<file path="config.mk">
export PLATFORM = sky130hd
export DESIGN_NAME = cfg_port_card
export DESIGN_NICKNAME = d
export VERILOG_FILES = /design/src/rtl/cfgp_pkg.sv /design/src/rtl/cfgp_decode.sv /design/src/rtl/cfgp_bank.sv /design/src/rtl/cfgp_ctrl.sv /design/src/rtl/cfg_port_card.sv
export SDC_FILE = /design/constraint.sdc
export NUM_CORES = 1
export LEC_CHECK = 0
export CAP_MARGIN = 20
export CORE_ASPECT_RATIO = 0.9
export CORE_UTILIZATION = 47
export DETAILED_ROUTE_END_ITERATION = 8
export PLACE_DENSITY = 0.75
export SYNTH_ARGS = -nofsm -noshare
export SYNTH_HDL_FRONTEND = slang
export SYNTH_SLANG_ARGS = --single-unit
</file>
<file path="constraint.sdc">
create_clock -name clk -period 2.9 [get_ports clk]
set_input_delay 0.58 -clock clk [delete_from_list [all_inputs] [get_ports clk]]
set_output_delay 0.58 -clock clk [all_outputs]
set_load 0.05 [all_outputs]
</file>
<file path="src/rtl/cfgp_pkg.sv">
package cfgp_pkg;
  localparam int ADDR_W = 12;
  localparam int DATA_W = 8;
  localparam logic [ADDR_W-1:0] WP_ADDR = 12'hA79;
  localparam logic [ADDR_W-1:0] AP_ADDR = 12'h279;
  localparam logic [ADDR_W-1:0] RP_MIN  = 12'h203;
  localparam logic [ADDR_W-1:0] RP_MAX  = 12'h3FF;
  localparam logic [DATA_W-1:0] IDX_RPORT = 8'h00;
  localparam logic [DATA_W-1:0] IDX_WAKE  = 8'h03;
  localparam logic [DATA_W-1:0] IDX_BANK  = 8'h40;
  typedef logic [ADDR_W-1:0] io_addr_t;
  typedef logic [DATA_W-1:0] byte_t;
endpackage

</file>
<file path="src/rtl/cfgp_decode.sv">
module cfgp_decode
  import cfgp_pkg::*;
(
  input  io_addr_t io_addr,
  input  logic     io_wr,
  input  logic     io_rd,
  input  io_addr_t rp_addr,
  input  logic     rp_valid,
  output logic     wr_wport,
  output logic     wr_aport,
  output logic     rd_rport
);
  always_comb begin
    wr_wport = io_wr && (io_addr == WP_ADDR);
    wr_aport = io_wr && (io_addr == AP_ADDR);
    rd_rport = io_rd && rp_valid && (io_addr == rp_addr);
  end
endmodule

</file>
<file path="src/rtl/cfgp_bank.sv">
module cfgp_bank
  import cfgp_pkg::*;
#(
  parameter int NREG = 8,
  localparam int IW = (NREG > 1) ? $clog2(NREG) : 1
) (
  input  logic          clk,
  input  logic          rst_n,
  input  logic          we,
  input  logic [IW-1:0] widx,
  input  byte_t         wdata,
  input  logic [IW-1:0] ridx,
  output byte_t         rdata
);
  byte_t regs_q [NREG];

  for (genvar i = 0; i < NREG; i++) begin : g_reg
    logic  en;
    byte_t d;
    always_comb begin
      en = we && (widx == IW'(i));
      d  = en ? wdata : regs_q[i];
    end
    always_ff @(posedge clk or negedge rst_n) begin
      if (!rst_n) regs_q[i] <= '0;
      else        regs_q[i] <= d;
    end
    // a register changes only through its own write enable
    p_hold_r7: assert property (@(posedge clk) disable iff (!rst_n)
      !(we && widx == IW'(i)) |=> $stable(regs_q[i]));
  end

  always_comb begin
    rdata = '0;
    for (int i = 0; i < NREG; i++)
      if (ridx == IW'(i)) rdata = regs_q[i];
  end
endmodule

</file>
<file path="src/rtl/cfgp_ctrl.sv">
module cfgp_ctrl
  import cfgp_pkg::*;
#(
  parameter int NREG = 8,
  localparam int IW = (NREG > 1) ? $clog2(NREG) : 1
) (
  input  logic          clk,
  input  logic          rst_n,
  input  logic          wr_wport,
  input  logic          wr_aport,
  input  logic          rd_rport,
  input  byte_t         io_wdata,
  input  logic          io_rd,
  input  logic          csn_load,
  input  byte_t         csn_in,
  input  byte_t         bank_rdata,
  output io_addr_t      rp_addr,
  output logic          rp_valid,
  output logic          bank_we,
  output logic [IW-1:0] bank_idx,
  output byte_t         rd_data,
  output logic          rd_drive
);
  byte_t    csn_q, csn_d;
  logic     sel_q, sel_d;
  byte_t    idx_q, idx_d;
  io_addr_t rp_q, rp_d;
  logic     rpv_q, rpv_d;
  byte_t    rdat_q, rdat_d;
  logic     drv_q, drv_d;

  io_addr_t cand;
  logic     cand_ok, idx_bank, answer;
  byte_t    rsel;

  always_comb begin
    idx_bank = (int'(idx_q) >= int'(IDX_BANK)) && (int'(idx_q) < int'(IDX_BANK) + NREG);
    bank_idx = IW'(idx_q - IDX_BANK);
    cand     = {2'b00, io_wdata, 2'b11};
    cand_ok  = (cand >= RP_MIN) && (cand <= RP_MAX);
    bank_we  = wr_wport && sel_q && idx_bank;
    answer   = rd_rport && sel_q && (csn_q != '0);
    if (idx_bank)              rsel = bank_rdata;
    else if (idx_q == IDX_WAKE) rsel = csn_q;
    else                        rsel = '0;
  end

  always_comb begin
    csn_d  = csn_q;
    sel_d  = sel_q;
    idx_d  = idx_q;
    rp_d   = rp_q;
    rpv_d  = rpv_q;
    rdat_d = rdat_q;
    drv_d  = answer;
    if (csn_load) begin
      csn_d = csn_in;
      sel_d = 1'b0;
    end else if (wr_wport && idx_q == IDX_WAKE) begin
      sel_d = (csn_q != '0) && (io_wdata == csn_q);
    end
    if (wr_aport) idx_d = io_wdata;
    if (wr_wport && idx_q == IDX_RPORT && cand_ok) begin
      rp_d  = cand;
      rpv_d = 1'b1;
    end
    if (answer) rdat_d = rsel;
  end

  always_ff @(posedge clk or negedge rst_n) begin
    if (!rst_n) begin
      csn_q  <= '0;
      sel_q  <= 1'b0;
      idx_q  <= IDX_RPORT;
      rp_q   <= '0;
      rpv_q  <= 1'b0;
      rdat_q <= '0;
      drv_q  <= 1'b0;
    end else begin
      csn_q  <= csn_d;
      sel_q  <= sel_d;
      idx_q  <= idx_d;
      rp_q   <= rp_d;
      rpv_q  <= rpv_d;
      rdat_q <= rdat_d;
      drv_q  <= drv_d;
    end
  end

  assign rp_addr  = rp_q;
  assign rp_valid = rpv_q;
  assign rd_data  = rdat_q;
  assign rd_drive = drv_q;

  // a programmed read-port always lies in the legal window
  p_rp_window_r4: assert property (@(posedge clk) disable iff (!rst_n)
    rpv_q |-> (rp_q >= RP_MIN && rp_q <= RP_MAX));
  // number zero never selected
  p_zero_unsel_r6: assert property (@(posedge clk) disable iff (!rst_n)
    (csn_q == '0) |-> !sel_q);
  // drive only after a read strobe on a selected card
  p_drive_sel_r9: assert property (@(posedge clk) disable iff (!rst_n)
    drv_q |-> ($past(sel_q) && $past(io_rd)));
  // index port write latches its byte
  p_idx_latch_r10: assert property (@(posedge clk) disable iff (!rst_n)
    wr_aport |=> (idx_q == $past(io_wdata)));
  // a load leaves the card deselected
  p_load_desel_r11: assert property (@(posedge clk) disable iff (!rst_n)
    csn_load |=> !sel_q);
endmodule

</file>
<file path="src/rtl/cfg_port_card.sv">
module cfg_port_card
  import cfgp_pkg::*;
#(
  parameter int NREG = 8,
  localparam int IW = (NREG > 1) ? $clog2(NREG) : 1
) (
  input  logic        clk,
  input  logic        rst_n,
  input  logic [11:0] io_addr,
  input  logic        io_wr,
  input  logic        io_rd,
  input  logic [7:0]  io_wdata,
  input  logic        csn_load,
  input  logic [7:0]  csn_in,
  output logic [7:0]  rd_data,
  output logic        rd_drive
);
  logic [1:0] rst_sync_q;
  logic       rst_i_n;

  always_ff @(posedge clk or negedge rst_n) begin
    if (!rst_n) rst_sync_q <= 2'b00;
    else        rst_sync_q <= {rst_sync_q[0], 1'b1};
  end
  assign rst_i_n = rst_sync_q[1];

  io_addr_t      rp_addr;
  logic          rp_valid, wr_wport, wr_aport, rd_rport, bank_we;
  logic [IW-1:0] bank_idx;
  byte_t         bank_rdata;

  cfgp_decode u_dec (
    .io_addr (io_addr), .io_wr (io_wr), .io_rd (io_rd),
    .rp_addr (rp_addr), .rp_valid (rp_valid),
    .wr_wport(wr_wport), .wr_aport(wr_aport), .rd_rport(rd_rport)
  );

  cfgp_ctrl #(.NREG(NREG)) u_ctrl (
    .clk(clk), .rst_n(rst_i_n),
    .wr_wport(wr_wport), .wr_aport(wr_aport), .rd_rport(rd_rport),
    .io_wdata(io_wdata), .io_rd(io_rd),
    .csn_load(csn_load), .csn_in(csn_in), .bank_rdata(bank_rdata),
    .rp_addr(rp_addr), .rp_valid(rp_valid),
    .bank_we(bank_we), .bank_idx(bank_idx),
    .rd_data(rd_data), .rd_drive(rd_drive)
  );

  cfgp_bank #(.NREG(NREG)) u_bank (
    .clk(clk), .rst_n(rst_i_n),
    .we(bank_we), .widx(bank_idx), .wdata(io_wdata),
    .ridx(bank_idx), .rdata(bank_rdata)
  );

  // a write to a foreign address leaves the read path idle next cycle
  p_foreign_r2: assert property (@(posedge clk) disable iff (!rst_i_n)
    (io_wr && !io_rd && io_addr != WP_ADDR && io_addr != AP_ADDR) |=> !rd_drive);
  // drive lasts one cycle per single strobe
  p_one_cycle_r8: assert property (@(posedge clk) disable iff (!rst_i_n)
    (rd_drive && !$past(io_rd, 2)) |=> !rd_drive || $past(io_rd));
endmodule

</file>
==> impl_metrics.toml <==
[sta]
worst_slew_pin_slew_ns = 0.7597
final_hold_viol_count = 0
slew_headroom_pct = 49.35
grt_setup_unrepaired = "false"
period_share_pct = 93.97
fmax_mhz = 367.0
setup_viol = 0
setup_tns_ns = 0
maxSlewViolCount = 0
finalCriticalPeriod_ns = 2.725
finalWorstSetupSlack_ns = 0.1749
finalClockSkew_ns = 0.008077

[power]
p_leak_nw = 2.798
max-vdd-ir-drop_mv = 0.4136
powerDensity_mw_per_mm2 = 476.6

[setup_path]
arrival_ns = 2.95
cp-end-kind = "flip-flop"
reg2reg_depth = 6
r2r_end = "u_bank.regs_q[37]$_DFFE_PN0P_"
reg2reg_slack_ns = 0.60
critPathKind = "input pin to flip-flop"
r2r_start = "u_ctrl.idx_q[7]$_DFFE_PN0P_"
crit_path_start_kind = "input pin"
critPathMaxFanout = 10
worst_ep_required_time_ns = 3.12

[placement]
numPortBuffers = 41
postPlaceCellArea_sq_mm = 0.005539
dp_slack_ns = -0.1470
routabilityCongestion = 0.8107
place_hpwl_um = 7537

[hold_path]
hp-class = "flip-flop to flip-flop"
hp-start = "rst_sync_q[0]$_DFF_PN0_"
hold_depth = 0
whs_endpoint = "rst_sync_q[1]$_DFF_PN0_"

[clock_tree]
cts_tree = "yes"
cts_resized = 0
cts_setup_buffers = 0
cts_sinks = 101
clk_latency_ns = 0.34
cts_buffers = 9
root_buffer = "clkbuf_16"
hold_buffers = 0
h-tree-depth = 3
cts_buffer_depth = 2
path_clk_slew_ns = 0.07

[global_routing]
antenna_found_initial = 0
grt_pass1_vias = 3365
grt_first_pass_wirelength_um = 18200
grt_use_total_pct = 23.03
grt-ovfl-total = 0
grt_max_degree = 58

[cells_and_area]
layout-drive-gt1-share_pct = 33.86
final_cell_mix = "100 x dfrtp_1, 85 x mux2_2, 41 x clkdlybuf4s50_1"
final_common_cell = "dfrtp_1"
finalInstanceArea_sq_mm = 0.005832
nNetsFinal = 469
num_antenna_cells = 0
synthToLayoutAreaGrowth_pct = 22.14

[synthesis]
netlist_instances = 372
synth_area_sq_mm = 0.004775
synth.area.top_cells = "dfrtp_1 53%, mux2_2 20%, nor4_4 3.6%"
synth_flop_cell = "dfrtp_1"
synth-seq-cells = 101
synth-edff-count = 0
seq_area_frac_synth_pct = 52.94
ys_warn_count = 0
synth_area_leader_cell = "dfrtp_1"
synth_nets = 405
synth_top_cell_area_share_pct = 52.94
synth_cell_type_count = 41
async_reset_ff_share_pct = 100.0
syn_avg_cell_area_sq_um = 12.83

[detailed_routing]
dr_total_vias = 3224
wire_per_inst_um = 19.33
vias_per_cell = 5.696
drc_errors = 0
ant_nets = 0
drt-total-wl_um = 10940
dr.pass1.iters = 4
initialDrtViolationCount = 276

[die]
rows = 34
die_y_um = 97.62
io_pins = 42
initial_core_util_pct = 48.80
die_x_um = 108.2
core_region_area_sq_mm = 0.009784
dieArea_sq_mm = 0.01057

[outcome]
status = "completed"

[flow_run]
drv_cap = 0
-- synth_stat cells, types with 6 or more instances --
cell type,n
nor2_1,23
clkbuf_1,11
a22oi_1,7
dfrtp_1,101
mux2i_1,10
nor4_4,8
xor2_1,16
o22a_1,7
buf_1,9
mux2_2,85
o22ai_1,7
nand2b_1,11
o211ai_1,7
a21oi_1,28
nor4_1,6
-- where the power goes --
| part | switching (mW) | leakage [nW] | internal, mW |
|---|---|---|---|
| logic | 0.0684 | 1.27 | 0.0803 |
| registers | 0.0323 | 1.39 | 1.42 |
| clock network | 0.490 | 0.138 | 0.686 |
-- worst max path at each step --
stage                     startpoint                            end  slack (ns)  depth (start not counted)
final                     io_addr[3]  u_bank.regs_q[41]$_DFFE_PN0P_        0.17                          7
after global routing      io_addr[3]  u_bank.regs_q[34]$_DFFE_PN0P_        0.09                          7
after CTS                 io_addr[3]  u_bank.regs_q[26]$_DFFE_PN0P_        0.19                          7
after detailed placement  io_addr[3]  u_bank.regs_q[26]$_DFFE_PN0P_       -0.15                          7
after global placement    io_addr[3]  u_bank.regs_q[43]$_DFFE_PN0P_       -0.11                          7
after floorplan           io_addr[1]  u_bank.regs_q[48]$_DFFE_PN0P_        0.33                          5
-- worst max-delay path: stages --
cell and delay [ns]:
clkdlybuf4s50_1 0.47, or3b_1 0.34, or4_1 0.49, buf_4 0.23, nor4_4 0.26, buf_4 0.21, mux2_2 0.35
-- flip-flops by register name, indices dropped and copies added, names as in the netlist --
| signal | cells |
|---|---|
| u_bank.regs_q | 64 |
| u_ctrl.rp_addr | 9 |
| u_ctrl.csn_q | 8 |
| u_ctrl.idx_q | 8 |
| u_ctrl.rd_data | 8 |
| rst_sync_q | 2 |
| u_ctrl.rd_drive | 1 |
| u_ctrl.sel_q | 1 |
-- cell type report --
type | count | area [sq um]
Inverter | 1 | 3.754
Timing Repair Buffer | 75 | 690.7
Clock inverter | 4 | 50.05
Multi-Input combinational cell | 248 | 2156
Clock buffer | 11 | 242.7
Fill cell | 788 | 3953
Tap cell | 126 | 157.7
Sequential cell | 101 | 2531
-- through the flow --
| stage | cells | hold slack, ns | power [mW] | util (%) |
|---|---|---|---|---|
| detailed placement | 551 | 0.3357 | 1.630 | 56.61 |
| global placement | 551 | 0.3434 | 1.625 | 56.61 |
| floorplan | 372 | 0.2844 | 1.531 | - |
| finish | 566 | 0.3564 | 2.780 | 59.60 |
| CTS | 566 | 0.3632 | 2.810 | 59.60 |
| global route | 566 | 0.3823 | 2.881 | 59.60 |
-- layer usage --
metal / track usage, % / part of all wire (%)
met1: 33.26 / 48
met4: 5.901 / 1.4
met3: 6.573 / 4.7
met5: 0 / 0
met2: 33.86 / 46
-- cells by family after synthesis --
kind of cell | after synthesis | share of synthesized area [%]
xor+xnor | 16 | 2.935
flops | 101 | 52.93
other cells | 1 | 0.07854
simple gates | 74 | 11.27
buf+inv | 23 | 1.913
mux | 98 | 23.09
compound gates | 59 | 7.783
Note: power is estimated with default switching activity, not from simulation.
